--- src/rtl/bank_pc_pkg.sv ---
package bank_pc_pkg;
  typedef enum logic [2:0] {
    OP_HOLD,
    OP_INCR,
    OP_JUMP,
    OP_CALL,
    OP_RET,
    OP_INT
  } pcOpE;

  typedef struct packed {
    pcOpE op;
    logic topBit;     // bit 11 for a jump or call
    logic forceLow;   // clear bit 11 of a popped address
    logic vecSel;
  } pcCtrlS;
endpackage

--- src/rtl/bank_pc_stack.sv ---
module bank_pc_stack #(
  parameter int ADDR_W = 12,
  parameter int DEPTH  = 8
) (
  input  logic              clk,
  input  logic              rstN,
  input  logic              push,
  input  logic              pop,
  input  logic [ADDR_W-1:0] pushData,
  output logic [ADDR_W-1:0] topData
);
  localparam int PTR_W = (DEPTH > 1) ? $clog2(DEPTH) : 1;

  logic [ADDR_W-1:0] slots [DEPTH];
  logic [PTR_W-1:0]  ptr;
  logic [PTR_W-1:0]  ptrDec;

  assign ptrDec  = ptr - 1'b1;
  assign topData = slots[ptrDec];

  always_ff @(posedge clk or negedge rstN) begin
    if (!rstN) begin
      ptr <= '0;
      for (int i = 0; i < DEPTH; i++) slots[i] <= '0;
    end else if (push) begin
      slots[ptr] <= pushData;
      ptr        <= ptr + 1'b1;
    end else if (pop) begin
      ptr <= ptrDec;
    end
  end
endmodule

--- src/rtl/bank_pc_ctrl.sv ---
module bank_pc_ctrl
  import bank_pc_pkg::*;
(
  input  logic   clk,
  input  logic   rstN,
  input  logic   selBank0,
  input  logic   selBank1,
  input  logic   doJump,
  input  logic   doCall,
  input  logic   doReturn,
  input  logic   doRetRestore,
  input  logic   doIntEntry,
  input  logic   doIncr,
  input  logic   vecSel,
  output pcCtrlS ctrl,
  output logic   inService
);
  logic bankFlag;
  logic svcFlag;
  pcOpE opSel;

  always_comb begin
    if (doIntEntry)                    opSel = OP_INT;
    else if (doReturn || doRetRestore) opSel = OP_RET;
    else if (doCall)                   opSel = OP_CALL;
    else if (doJump)                   opSel = OP_JUMP;
    else if (doIncr)                   opSel = OP_INCR;
    else                               opSel = OP_HOLD;
  end

  always_comb begin
    ctrl.op       = opSel;
    ctrl.topBit   = bankFlag & ~svcFlag;
    ctrl.forceLow = svcFlag & ~doRetRestore;
    ctrl.vecSel   = vecSel;
  end

  always_ff @(posedge clk or negedge rstN) begin
    if (!rstN) begin
      bankFlag <= 1'b0;
    end else if (selBank1) begin
      bankFlag <= 1'b1;
    end else if (selBank0) begin
      bankFlag <= 1'b0;
    end
  end

  always_ff @(posedge clk or negedge rstN) begin
    if (!rstN) begin
      svcFlag <= 1'b0;
    end else if (opSel == OP_INT) begin
      svcFlag <= 1'b1;
    end else if (opSel == OP_RET && doRetRestore) begin
      svcFlag <= 1'b0;
    end
  end

  assign inService = svcFlag;
endmodule

--- src/rtl/bank_pc_datapath.sv ---
module bank_pc_datapath
  import bank_pc_pkg::*;
#(
  parameter int ADDR_W = 12,
  parameter int DEPTH  = 8,
  parameter int VEC_A  = 3,
  parameter int VEC_B  = 7
) (
  input  logic              clk,
  input  logic              rstN,
  input  pcCtrlS            ctrl,
  input  logic [ADDR_W-2:0] branchTarget,
  output logic [ADDR_W-1:0] pc
);
  localparam int LOW_W = ADDR_W - 1;

  logic [LOW_W-1:0]  lowNext;
  logic [ADDR_W-1:0] seqAddr;
  logic [ADDR_W-1:0] popAddr;
  logic [ADDR_W-1:0] pushAddr;
  logic [ADDR_W-1:0] pcNext;
  logic              doPush;
  logic              doPop;

  assign lowNext = pc[LOW_W-1:0] + 1'b1;
  assign seqAddr = {pc[ADDR_W-1], lowNext};
  assign doPush  = (ctrl.op == OP_CALL) || (ctrl.op == OP_INT);
  assign doPop   = (ctrl.op == OP_RET);
  assign pushAddr = (ctrl.op == OP_INT) ? pc : seqAddr;

  bank_pc_stack #(.ADDR_W(ADDR_W), .DEPTH(DEPTH)) u_stack (
    .clk      (clk),
    .rstN     (rstN),
    .push     (doPush),
    .pop      (doPop),
    .pushData (pushAddr),
    .topData  (popAddr)
  );

  always_comb begin
    unique case (ctrl.op)
      OP_INCR: pcNext = seqAddr;
      OP_JUMP,
      OP_CALL: pcNext = {ctrl.topBit, branchTarget};
      OP_RET:  pcNext = {popAddr[ADDR_W-1] & ~ctrl.forceLow, popAddr[LOW_W-1:0]};
      OP_INT:  pcNext = ctrl.vecSel ? ADDR_W'(VEC_B) : ADDR_W'(VEC_A);
      default: pcNext = pc;
    endcase
  end

  always_ff @(posedge clk or negedge rstN) begin
    if (!rstN) pc <= '0;
    else       pc <= pcNext;
  end
endmodule

--- src/rtl/bank_pc_unit.sv ---
module bank_pc_unit
  import bank_pc_pkg::*;
#(
  parameter int ADDR_W = 12,
  parameter int DEPTH  = 8
) (
  input  logic              clk,
  input  logic              rstN,
  input  logic              selBank0,
  input  logic              selBank1,
  input  logic              doJump,
  input  logic              doCall,
  input  logic              doReturn,
  input  logic              doRetRestore,
  input  logic              doIntEntry,
  input  logic              doIncr,
  input  logic [ADDR_W-2:0] branchTarget,
  input  logic              vecSel,
  output logic [ADDR_W-1:0] fetchAddr,
  output logic              inService
);
  pcCtrlS ctrl;

  bank_pc_ctrl u_ctrl (
    .clk          (clk),
    .rstN         (rstN),
    .selBank0     (selBank0),
    .selBank1     (selBank1),
    .doJump       (doJump),
    .doCall       (doCall),
    .doReturn     (doReturn),
    .doRetRestore (doRetRestore),
    .doIntEntry   (doIntEntry),
    .doIncr       (doIncr),
    .vecSel       (vecSel),
    .ctrl         (ctrl),
    .inService    (inService)
  );

  bank_pc_datapath #(.ADDR_W(ADDR_W), .DEPTH(DEPTH)) u_dp (
    .clk          (clk),
    .rstN         (rstN),
    .ctrl         (ctrl),
    .branchTarget (branchTarget),
    .pc           (fetchAddr)
  );
endmodule

--- config.mk ---
export PLATFORM = sky130hd
export DESIGN_NAME = bank_pc_unit
export DESIGN_NICKNAME = d
export VERILOG_FILES = /design/src/rtl/bank_pc_pkg.sv /design/src/rtl/bank_pc_stack.sv /design/src/rtl/bank_pc_ctrl.sv /design/src/rtl/bank_pc_datapath.sv /design/src/rtl/bank_pc_unit.sv
export SDC_FILE = /design/constraint.sdc
export NUM_CORES = 1
export LEC_CHECK = 0
export BUFFER_PORTS_ARGS = -buffer_cell sky130_fd_sc_hd__buf_4
export CAP_MARGIN = 15
export CELL_PAD_IN_SITES_DETAIL_PLACEMENT = 1
export CELL_PAD_IN_SITES_GLOBAL_PLACEMENT = 2
export CORE_ASPECT_RATIO = 0.6
export CORE_MARGIN = 3
export CORE_UTILIZATION = 40
export DETAILED_ROUTE_END_ITERATION = 7
export GPL_TIMING_DRIVEN = 0
export PLACE_DENSITY_LB_ADDON = 0.1
export SLEW_MARGIN = 20
export SYNTH_ARGS = -nofsm -noshare
export SYNTH_HDL_FRONTEND = slang
export SYNTH_SLANG_ARGS = --single-unit
export TNS_END_PERCENT = 50
--- constraint.sdc ---
create_clock -name clk -period 3 [get_ports clk]
set_input_delay 0.15 -clock clk [delete_from_list [all_inputs] [get_ports clk]]
set_output_delay 0.15 -clock clk [all_outputs]
set_load 0.05 [all_outputs]
==> results of run 1 <==
-- synth_stat cells (2+ instances only) --
| cell | count |
|---|---|
| dfrtp_1 | 113 |
| inv_1 | 10 |
| mux2_2 | 8 |
| nor2_1 | 11 |
| o2111ai_1 | 3 |
| buf_2 | 11 |
| a31oi_1 | 5 |
| o211ai_1 | 9 |
| buf_4 | 4 |
| xnor2_1 | 18 |
| nand2_1 | 104 |
| mux4_2 | 24 |
| nand4_1 | 5 |
| mux2i_1 | 2 |
| ha_1 | 3 |
| a21oi_1 | 2 |
| xor2_1 | 3 |
| a22oi_1 | 8 |
| and2_1 | 2 |
| a32oi_1 | 2 |
| nor3_1 | 9 |
| o31a_1 | 2 |
| nor4_1 | 6 |
| nand3_1 | 5 |
| clkbuf_1 | 18 |
| nor2b_1 | 4 |
| nor3_2 | 3 |
| o21ai_0 | 94 |
-- layout make-up --
type | instances | area [µm²] | share of cell area [%]
repair buffers | 38 | 324 | 5.01
clock inverters | 6 | 57.6 | 0.890
flip-flops and latches | 113 | 2830 | 43.8
inverters | 10 | 37.5 | 0.581
well taps | 170 | 213 | 3.29
plain buffers | 34 | 171 | 2.65
clock buffers | 23 | 488 | 7.55
multi-input cells | 346 | 2340 | 36.3
-- cell usage in the layout, fill, tap and decap left out, types with 3 or more instances in the layout --
master / count
o211ai_1: 9
clkinv_2: 4
nor2b_1: 4
ha_1: 3
xnor2_1: 18
xor2_1: 3
nand2_1: 104
nor4_1: 6
a31oi_1: 5
nor3_1: 9
mux2_2: 8
nor2_1: 11
nand4_1: 5
buf_4: 33
nand3_1: 5
mux4_2: 24
buf_2: 11
o2111ai_1: 3
clkbuf_8: 4
a22oi_1: 8
inv_1: 10
clkbuf_16: 17
o21ai_0: 94
buf_6: 3
dfrtp_1: 112
clkbuf_1: 19
dlygate4sd3_1: 6
-- registers in the layout, summed over array words and instances (netlist names) --
signal              count
u_ctrl.bankFlag         1
u_ctrl.inService        1
u_dp.pc                12
u_dp.u_stack.ptr        3
u_dp.u_stack.slots     96
-- per-stage QoR --
stage	hold slack, ps	cells
4_1_cts	0.911	740
3_3_place_gp	327	704
3_5_place_dp	189	705
6_report	11.4	740
2_1_floorplan	-146	503
5_1_grt	27.9	740
-- metal layers --
metal | up-vias | share of wire [%] | track usage (%)
li1 | 1925 | - | -
met1 | 2269 | 51 | 36.7
met2 | 115 | 43 | 36.9
met3 | 8 | 6.3 | 6.26
met4 | 0 | 0.36 | 3.79
met5 | - | 0 | 0
-- worst max-delay path: cells and delay by family, from the launching register on --
kind	cells	cell delay (ps)
buf+inv	5	1100
flops	1	520
compound gates	2	450
mux	1	380
fa+ha+maj	1	270
-- power by group through the flow --
stage	clock [µW]	combinational (µW)	sequential [µW]
floorplan	0	1580	2430
global placement	0	2490	2370
detailed placement	0	2560	2410
CTS	1930	2600	2390
global route	2000	2860	2460
finish	1900	2620	2400
-- what timing repair did --
action                     CTS  global route
hold buffers                 6             0
hold endpoints to repair    68             0
setup endpoints to repair   11             5
gates resized for setup      9             2
-- final timing paths --
| path | to | cells after the start | slack, ps | start |
|---|---|---|---|---|
| max | u_dp.pc[5] | 9 | 130 | u_dp.u_stack.ptr[0] |
| min | u_dp.pc[2] | 3 | 10 | vecSel |
| max reg2reg | u_dp.pc[5] | 9 | 130 | u_dp.u_stack.ptr[0] |
| min reg2reg | u_dp.u_stack.slots[74] | 2 | 480 | u_dp.u_stack.slots[74] |
| max in group asynchronous | u_dp.u_stack.slots[37] | 3 | 2010 | rstN |
| min in group asynchronous | u_ctrl.inService | 2 | 300 | rstN |
-- kinds of logic (layout without fill, tap and decap cells) --
logic type | count (synthesis) | in the layout
AOI/OAI and AO/OA | 136 | 136
adders and majority gates | 3 | 3
and+or+nand+nor | 152 | 152
DFF | 113 | 113
xor gates and xnor gates | 21 | 21
buffers and inverters | 44 | 111
muxes | 34 | 34
==> summary.txt, run 1 <==
Run status
  – Status: completed

Synth
  – Fraction of the mapped netlist area in adder cells: 0.700%
  – Synth area leaders: dfrtp_1 (53%), mux4_2 (10%), o21ai_0 (8.8%)
  – Mapped Area: 5360 µm²
  – Avg Inst Size Synth: 10.7 µm²
  – Total number of yosys warnings: 0
  – Synth area leader: dfrtp_1
  – Cells after Synth: 503
  – Ys flop type: dfrtp_1
  – Synth Register Bits: 113
  – Largest family of logic cells by synthesized area: compound AO/OA/AOI/OAI gates
  – Post-synth cell types: 43
  – Post-synth EDFFs: 0
  – Syn Nets: 528
  – Mux contribution to synthesized area: 12.1%
  – Synth async-reset ratio: 100%
  – Simple-gate portion of the synthesized area: 12.5%
  – Post-Synth XOR/XNOR Area: 3.43%
  – Synth Area in Compound Gates: 14.8%
  – Post-synthesis sequential area ratio: 52.8%
  – Synth top area share: 52.8%

Detailed routing
  – Routed WL per cell: 23.3 µm
  – Final ANT Viol Nets: 0
  – DRT iter0 DRCs: 287
  – DRT Wirelength: 17200 µm
  – Pre-Repair DR Iteration Count: 6
  – DRC Markers: 0
  – Vias: 4317
  – Via/cell ratio: 5.83

Setup path
  – Critical path fanouts, max: 10
  – CP Data Arrival Time: 3140 ps
  – Top cell by count, worst path: buf_6
  – WS Path Type: register to register
  – CP Launch Type: register
  – Slowest-stage cell, CP: dfrtp_2
  – Max incr delay on CP: 520 ps
  – Crit-path cells: buf_6 -> buf_6 -> inv_1 -> ha_1 -> buf_2 -> clkbuf_4 -> mux4_2 -> a22oi_1 -> a31oi_1
  – Crit. End Element: register
  – WP data required: 3270 ps

STA
  – Worst relative slew slack: 35.9%
  – Final setup viols: 0
  – Slew @ Worst Pin: 954 ps
  – RSZ-0062 raised after global routing: no
  – Fin crit period: 2870 ps
  – Final Max Slew Viols: 0
  – Achievable Freq: 0.348 GHz
  – Final Hold Vio Count: 0
  – Clk_skew: 13.0 ps
  – PnR worst setup slack: 125 ps
  – Tcrit/Tclk final: 95.8%
  – Fin Setup TNS: 0 ps

Clock tree
  – H-tree depth: 4
  – CTS sink cnt: 113
  – Post-CTS Setup Inserts: 0
  – Clk slew on worst S/H paths: 60 ps
  – CTS tree: built
  – CTS Buffer Depth: 2
  – Root Driver: clkbuf_16
  – Inserted Clock Buffers: 17
  – Clk Latency, worst-skew pair: 410 ps

Final layout
  – Fin util: 49.8%
  – Fin nets: 585
  – FILL cells: 1436
  – Design Area, Final: 6460 µm²
  – Share of cells above drive strength 1: 20.0%
  – Ant. Diodes: 0
  – Syn-to-layout area delta: 20.6%

Pwr
  – Sequential power share: 34.7%
  – Combinational fraction of design power: 37.8%
  – Power Internal: 4230 µW
  – Switching power: 2690 µW
  – Sw frac: 38.9%
  – P_leak: 0.00278 µW
  – Maximum vdd drop: 470 µV
  – Pwr Total: 6920 µW
  – Power per cell area: 1070 nW/µm²
  – Clock power share: 27.5%

Floorplanning
  – Die Wd: 155 µm
  – Die area: 14900 µm²
  – Die Height: 95.7 µm
  – Core Area: 13000 µm²
  – Initial core utilization: 41.3%
  – I/O pin total: 35
  – Row cnt: 32

GRT
  – Grt total ovfl: 0
  – Initial antenna violation count: 0
  – Global-route wire length before repair: 27200 µm
  – All-layer global routing usage: 24.6%
  – Largest net degree at the start of global routing: 65
  – Vias in the first global route: 4506

Min path
  – Min-delay worst type: input port to register

Placed design
  – RePlAce Congestion: 0.774
  – Port Buf Inserts: 31
  – Hpwl dp: 12000 µm
  – Placed cell area: 5840 µm²
  – Dpl ws: -588 ps

Job
  – Max-cap violations: 0
Note: power is estimated with default switching activity, not from simulation.
==> run 2, diff against run 1 <==
--- a/config.mk
+++ b/config.mk
@@ -13,7 +13,6 @@
 export CORE_MARGIN = 3
 export CORE_UTILIZATION = 40
 export DETAILED_ROUTE_END_ITERATION = 7
-export GPL_TIMING_DRIVEN = 0
 export PLACE_DENSITY_LB_ADDON = 0.1
 export SLEW_MARGIN = 20
 export SYNTH_ARGS = -nofsm -noshare
==> run 2 against run 1 <==
Sequential share of layout area grew 0.47 points. Worst setup slack gained 660 ps. Clock power grew 4%. Maximum frequency grew 30%. Clock skew shrank 1.5 ps. Final cell count shrank 2.4%. Non-clock buffer count shrank 20. Critical endpoint is now u_dp.pc[11]. Largest power group is now sequential cells. Highest routed layer unchanged.
==> summary.txt, run 2 (synthesized netlist as in run 1, its figures left out) <==
STA
  – Final setup viols: 0 (unchanged)
  – Achievable Freq: 0.452 GHz (+30%)
  – RSZ-0062 raised after global routing: no
  – PnR worst setup slack: 789 ps (+664 ps)
  – Fin crit period: 2210 ps (-664 ps)
  – Fin Setup TNS: 0 ps (unchanged)
  – Worst relative slew slack: 30.1% (-5.8 points)
  – Clk_skew: 11.5 ps (-1.52 ps)
  – Final Max Slew Viols: 0 (unchanged)
  – Final Hold Vio Count: 0 (unchanged)
  – Slew @ Worst Pin: 1040 ps (+89.7 ps)
  – Tcrit/Tclk final: 73.7% (-22 points)

Placed design
  – RePlAce Congestion: 0.859 (+11%)
  – Hpwl dp: 11700 µm (-2.2%)
  – Dpl ws: 761 ps (+1350 ps)
  – Port Buf Inserts: 34 (+9.7%)
  – Cells after DPL: 689 (-2.3%)

Pwr
  – Power per cell area: 1070 nW/µm² (-0.40%)
  – Power Internal: 4210 µW (-0.47%)
  – Switching power: 2610 µW (-3.0%)
  – Clock power share: 28.9% (+1.4 points)
  – Combinational fraction of design power: 34.5% (-3.3 points)
  – Sequential power share: 36.6% (+1.9 points)
  – Sw frac: 38.3% (-0.61 points)
  – Maximum vdd drop: 409 µV (-13%)
  – P_leak: 0.00273 µW (-1.7%)

Setup path
  – WS Path Type: register to register
  – Worst reg2reg endpoint: u_dp.pc[11]
  – CP Launch Type: register
  – Setup slack, reg-to-reg: 790 ps (+660 ps)
  – RR Startpoint: u_dp.u_stack.ptr[0]
  – Crit. End Element: register
  – WP data required: 3280 ps (about the same)
  – CP Data Arrival Time: 2490 ps (-650 ps)
  – Critical path fanouts, max: 20 (+10)
  – Register-to-Register Path Depth: 4 (-5)

Final layout
  – Largest Register: u_dp.u_stack.slots
  – Final non-filler cell total: 722 (-2.4%)
  – Most frequent cells in the layout: dfrtp_1 (112), nand2_1 (104), o21ai_0 (94), buf_4 (50), mux4_2 (24)
  – Share of cells above drive strength 1: 21.6% (+1.6 points)
  – Largest registers: u_dp.u_stack.slots: 96 flops, u_dp.pc: 12 flops, u_dp.u_stack.ptr: 3 flops
  – Ant. Diodes: 0 (unchanged)
  – Syn-to-layout area delta: 19.3%
  – Commonest non-fill, non-tap cell in the layout: dfrtp_1
  – Fin nets: 565 (-3.4%)
  – FILL cells: 1407 (-2.0%)
  – Max FFs per register: 96 (unchanged)

Floorplanning
  – Core Area: 13000 µm² (unchanged)
  – Row cnt: 32 (unchanged)
  – Die Height: 95.7 µm (unchanged)
  – Die Wd: 155 µm (unchanged)
  – Initial core utilization: 41.3% (unchanged)
  – I/O pin total: 35 (unchanged)
  – Die area: 14900 µm² (unchanged)

GRT
  – Grt total ovfl: 0 (unchanged)
  – All-layer global routing usage: 23.1% (-1.4 points)
  – Global-route wire length before repair: 25400 µm (-6.4%)
  – Initial antenna violation count: 0 (unchanged)
  – Vias in the first global route: 4189 (-7.0%)
  – Largest net degree at the start of global routing: 33 (-49%)

Detailed routing
  – Final ANT Viol Nets: 0 (unchanged)
  – Routed WL per cell: 22.7 µm (-2.4%)
  – Via/cell ratio: 5.73 (-1.7%)
  – Vias: 4139 (-4.1%)
  – Pre-Repair DR Iteration Count: 5 (-1)
  – DRT Wirelength: 16400 µm (-4.8%)
  – DRC Markers: 0 (unchanged)
  – DRT iter0 DRCs: 305 (+6.3%)

Clock tree
  – CTS sink cnt: 113 (unchanged)
  – Post-CTS Setup Inserts: 0 (unchanged)
  – Clk Latency, worst-skew pair: 410 ps (about the same)
  – H-tree depth: 4 (unchanged)
  – CTS Buffer Depth: 2 (unchanged)
  – CTS tree: built
  – Root Driver: clkbuf_16
  – Inserted Clock Buffers: 17 (unchanged)
  – Clk slew on worst S/H paths: 60 ps (about the same)

Job
  – Max-cap violations: 0 (unchanged)

Min path
  – Hold Path Depth: 3 (unchanged)
  – Worst hold path endpoint: u_dp.pc[9]
  – Min-delay worst type: input port to register
  – Worst hold path startpoint: branchTarget[9]

Run status
  – Status: completed
-- run 2: stage by stage --
step	area (µm²)	utilization (%)	hold slack (ps)	total power (µW)
3_5_place_dp	5800	44.7	121	4850
5_1_grt	6390	49.3	3.84	7210
4_1_cts	6390	49.3	0.0287	6850
2_1_floorplan	5360	-	-146	4000
6_report	6390	49.3	5.82	6820
3_3_place_gp	5800	44.7	118	4750
-- run 2: critical path: stages, from the launching register on --
cell and delay, ps:
dfrtp_2 570, buf_4 460, mux4_2 620, mux2i_1 310, o31ai_1 100
-- run 2: worst max path at each step --
stage,start,to,slack [ps],depth (start not counted)
2_1_floorplan,u_dp.u_stack.ptr[0],u_dp.pc[8],570,9
3_3_place_gp,u_dp.u_stack.ptr[0],u_dp.pc[7],830,5
3_5_place_dp,u_dp.u_stack.ptr[0],u_dp.pc[7],760,5
4_1_cts,u_dp.u_stack.ptr[0],u_dp.pc[7],750,5
5_1_grt,u_dp.u_stack.ptr[0],u_dp.pc[7],630,5
6_report,u_dp.u_stack.ptr[0],u_dp.pc[11],790,4
-- run 2: cell type report --
| type | instances | area [µm²] | area share (%) |
|---|---|---|---|
| clock inverter | 12 | 138 | 2.15 |
| tap | 170 | 213 | 3.33 |
| clock buffer | 19 | 433 | 6.77 |
| multi-input combinational | 346 | 2350 | 36.7 |
| timing repair buffer | 52 | 395 | 6.18 |
| sequential | 113 | 2830 | 44.2 |
| inverter | 10 | 37.5 | 0.587 |
-- run 2: repair_timing --
action,in CTS,in global routing
hold endpoints to repair,30,0
hold buffers,2,0
resized for setup,0,0
-- run 2: routing by layer --
layer  wire (µm)  part of all wire, %  global-route usage (%)  up-vias
met3        1120                  6.8                    5.85       13
li1            -                    -                       -     1877
met5           0                    0                       0        -
met4         148                 0.90                    5.32        0
met2        6720                   41                    32.2      127
met1        8410                   51                    35.9     2122
-- run 2: power groups by stage --
stage / combinational [µW] / clock, µW / sequential [µW]
after floorplan: 1580 / 0 / 2430
after global placement: 2280 / 0 / 2470
after detailed placement: 2350 / 0 / 2500
after CTS: 2370 / 2000 / 2490
after global routing: 2580 / 2080 / 2550
final: 2360 / 1970 / 2490
==> run 3, diff against run 2 <==
--- a/config.mk
+++ b/config.mk
@@ -5,13 +5,14 @@
 export SDC_FILE = /design/constraint.sdc
 export NUM_CORES = 1
 export LEC_CHECK = 0
+export ABC_AREA = 1
 export BUFFER_PORTS_ARGS = -buffer_cell sky130_fd_sc_hd__buf_4
 export CAP_MARGIN = 15
 export CELL_PAD_IN_SITES_DETAIL_PLACEMENT = 1
 export CELL_PAD_IN_SITES_GLOBAL_PLACEMENT = 2
 export CORE_ASPECT_RATIO = 0.6
 export CORE_MARGIN = 3
-export CORE_UTILIZATION = 40
+export CORE_UTILIZATION = 32
 export DETAILED_ROUTE_END_ITERATION = 7
 export PLACE_DENSITY_LB_ADDON = 0.1
 export SLEW_MARGIN = 20
==> constraint.sdc (replaced) <==
create_clock -name clk -period 1.8 [get_ports clk]
set_input_delay 0.09 -clock clk [delete_from_list [all_inputs] [get_ports clk]]
set_output_delay 0.09 -clock clk [all_outputs]
set_load 0.05 [all_outputs]
==> run 3 against run 2 <==
Critical path type unchanged. Global-route usage decreased by 0.26 points. Synthesized cell count increased by 62%. First-iteration DRC count increased by 44%. Combinational power increased to 3.1 times the previous value. Non-clock buffer count increased by 40. Critical endpoint is now u_dp.pc[10]. Hold slack improved by 12 ps. Sequential power increased by 74%. Final cell count increased by 57%. Register-to-register slack got worse by 750 ps. Die area increased by 40%.
==> summary.txt, run 3 <==
Run status
  – Status: completed

Setup path
  – Critical path fanouts, max: 14 (-30%)
  – Max incr delay on CP: 390 ps (-230 ps)
  – CP Data Arrival Time: 2070 ps (-420 ps)
  – WP data required: 2110 ps (-1170 ps)
  – Slowest-stage cell, CP: ha_4
  – Crit-path cells: inv_1 -> ha_4 -> buf_8 -> nand3_1 -> nand3_1 -> nand2_1 -> nor2_1 -> nand3_1
  – Register-to-Register Path Depth: 8 (+4)
  – Setup slack, reg-to-reg: 40 ps (-750 ps)
  – RR Startpoint: u_dp.u_stack.ptr[1]
  – Crit. End Element: register
  – Worst reg2reg endpoint: u_dp.pc[10]
  – WS Path Type: register to register
  – Top cell by count, worst path: nand3_1
  – CP Launch Type: register

Detailed routing
  – DRT iter0 DRCs: 438 (+44%)
  – Max layer used: met4
  – Met2 wire length: 10100 µm (+50%)
  – WL met1: 11600 µm (+37%)
  – Routed WL per cell: 20.0 µm (-12%)
  – Met3 Wirelength: 677 µm (-40%)
  – Via/cell ratio: 5.08 (-11%)
  – DRT Wirelength: 22800 µm (+39%)
  – Vias: 5780 (+40%)
  – Final ANT Viol Nets: 0 (unchanged)
  – DRC Markers: 0 (unchanged)
  – Pre-Repair DR Iteration Count: 5 (unchanged)

Final layout
  – Syn-to-layout area delta: 23.5%
  – Fin nets: 909 (+61%)
  – Design Area, Final: 7530 µm² (+18%)
  – FILL cells: 2260 (+61%)
  – Most frequent cells in the layout: nand2_1 (326), nand3_1 (133), dfrtp_1 (111), buf_4 (77), o21ai_0 (56)
  – Fin util: 40.9% (-8.3 points)
  – Area occupied by multi-input gates: 2740 µm² (+16%)
  – Ant. Diodes: 0 (unchanged)
  – Share of cells above drive strength 1: 16.4% (-5.2 points)
  – Largest registers: u_dp.u_stack.slots: 96 flops, u_dp.pc: 12 flops, u_dp.u_stack.ptr: 3 flops
  – Commonest non-fill, non-tap cell in the layout: nand2_1
  – Max FFs per register: 96 (unchanged)
  – Register Area: 2830 µm² (about the same)
  – Largest Register: u_dp.u_stack.slots

GRT
  – Grt total ovfl: 0 (unchanged)
  – All-layer global routing usage: 22.9% (-0.26 points)
  – Initial antenna violation count: 0 (unchanged)
  – Vias in the first global route: 6081 (+45%)
  – Global-route wire length before repair: 35600 µm (+40%)
  – Largest net degree at the start of global routing: 57 (+73%)

Clock tree
  – Clk Latency, worst-skew pair: 430 ps (+20 ps)
  – Inserted Clock Buffers: 17 (unchanged)
  – CTS tree: built
  – Clk slew on worst S/H paths: 50 ps (about the same)
  – CTS Buffer Depth: 2 (unchanged)
  – Root Driver: clkbuf_16
  – H-tree depth: 4 (unchanged)
  – CTS sink cnt: 113 (unchanged)

Synth
  – Synth Register Bits: 113 (unchanged)
  – Avg Inst Size Synth: 7.51 µm² (-30%)
  – Syn Nets: 838 (+59%)
  – Synth async-reset ratio: 100% (unchanged)
  – Mapped Area: 6100 µm² (+14%)
  – Post-synthesis sequential area ratio: 46.3% (-6.4 points)
  – Post-synth cell types: 32 (-26%)
  – Ys flop type: dfrtp_1
  – Cells after Synth: 813 (+62%)
  – Post-synth EDFFs: 0 (unchanged)
  – Total number of yosys warnings: 0 (unchanged)
  – Synth top area share: 46.3% (-6.4 points)
  – Count leader, synth: nand2_1
  – Synth area leader: dfrtp_1
  – Synth area leaders: dfrtp_1 (46%), nand2_1 (20%), nand3_1 (11%)
  – Synth top cells by count: nand2_1 (326), nand3_1 (134), dfrtp_1 (113), o21ai_0 (56), inv_1 (55)

STA
  – Clk_skew: 8.81 ps (-2.70 ps)
  – Tcrit/Tclk final: 97.6% (+24 points)
  – Final Max Slew Viols: 0 (unchanged)
  – Worst Hold Slack: 18.0 ps (+12.2 ps)
  – Worst relative slew slack: 61.9% (+32 points)
  – Slew @ Worst Pin: 567 ps (-477 ps)
  – Fin crit period: 1760 ps (-454 ps)
  – Achievable Freq: 0.569 GHz (+26%)
  – Final setup viols: 0 (unchanged)
  – Final Hold Vio Count: 0 (unchanged)

Floorplanning
  – Core Area: 18400 µm² (+42%)
  – Die Height: 113 µm (+18%)
  – I/O pin total: 35 (unchanged)
  – Initial core utilization: 33.2% (-8.1 points)
  – Die Wd: 184 µm (+19%)
  – Row cnt: 38 (+19%)
  – Die area: 20800 µm² (+40%)

Min path
  – Hold Path Depth: 5 (+2)
  – Worst hold path startpoint: vecSel
  – Min-delay worst type: input port to register
  – Worst hold path endpoint: u_dp.pc[2]

Placed design
  – Placed cell area: 6810 µm² (+17%)
  – RePlAce Congestion: 0.816 (-5.0%)
  – Hpwl dp: 15900 µm (+36%)
  – Port Buf Inserts: 34 (unchanged)

Pwr
  – Maximum vdd drop: 853 µV (+110%)
  – Power per cell area: 1990 nW/µm² (+87%)
  – P_leak: 0.00376 µW (+38%)
  – Pwr Total: 15000 µW (+120%)

Job
  – Max-cap violations: 0 (unchanged)
==> run 3: changes by cell type in the layout (fill, tap and decap cells not counted), sizes merged, moves of 23 or more <==
cell   previous run  this run
o21ai            94        71
nand3             5       135
buf              50        86
mux4             24         0
nand2           104       328
inv              11        67
==> run 3: how the worst max path moves through the flow <==
| stage | start | cells after the start | endpoint | slack [ps] |
|---|---|---|---|---|
| 2_1_floorplan | u_dp.u_stack.ptr[0] | 13 | u_dp.pc[6] | -20 |
| 4_1_cts | u_dp.u_stack.ptr[1] | 8 | u_dp.pc[10] | 10 |
| 5_1_grt | u_dp.u_stack.ptr[1] | 8 | u_dp.pc[10] | -30 |
| 3_5_place_dp | u_dp.u_stack.ptr[1] | 10 | u_dp.pc[0] | 10 |
| 3_3_place_gp | u_dp.u_stack.ptr[1] | 10 | u_dp.pc[0] | 80 |
| 6_report | u_dp.u_stack.ptr[1] | 8 | u_dp.pc[10] | 40 |
==> run 3: kinds of logic (layout without fill, tap and decap cells) <==
family	count (synthesis)	count (layout)	synth area share [%]
xor+xnor	6	6	0.861
buf+inv	108	192	9.10
simple gates	500	500	35.8
fa+ha+maj	3	3	0.615
compound gates	83	83	7.30
flops	113	113	46.3
==> run 3: power breakdown <==
group          total, µW  internal (µW)  switching [µW]
combinational       7210           2410            4800
sequential          4340           3680             663
clock               3450           2250            1200
total              15000           8340            6670
==> run 3: layer usage <==
metal / vias up / global-route usage [%]
met5: - / 0
met4: 0 / 7.05
met3: 32 / 4.34
met2: 111 / 34.5
met1: 2891 / 33.3
li1: 2746 / -
==> run 3: metrics by stage <==
stage	setup slack, ps	instances	setup TNS, ps
floorplan	-23.7	813	-23.7
global placement	84.3	1094	0
detailed placement	11.7	1094	0
CTS	13.1	1132	0
global route	-30.7	1137	-105
finish	43.5	1137	0
==> run 3: worst max-delay path: cells and delay by family (launching register included) <==
| family | cells | cell delay [ps] |
|---|---|---|
| flops | 1 | 380 |
| fa+ha+maj | 1 | 390 |
| buf+inv | 2 | 310 |
| simple gates | 5 | 550 |
==> run 3: layout make-up <==
cell class,count,share of cell area [%]
inverter,67,3.54
clock inverter,4,0.930
sequential,113,37.6
tap,240,3.99
timing repair buffer,92,10.6
timing repair inverter,1,0.116
clock buffer,28,6.99
multi-input combinational,592,36.3
==> run 3: what timing repair did <==
action	in CTS	in global routing
setup buffers	0	4
resized for setup	1	5
gates cloned	0	1
pin swaps	0	1
setup endpoints to repair	1	12
hold buffers	6	0
endpoints found under the hold margin	33	0
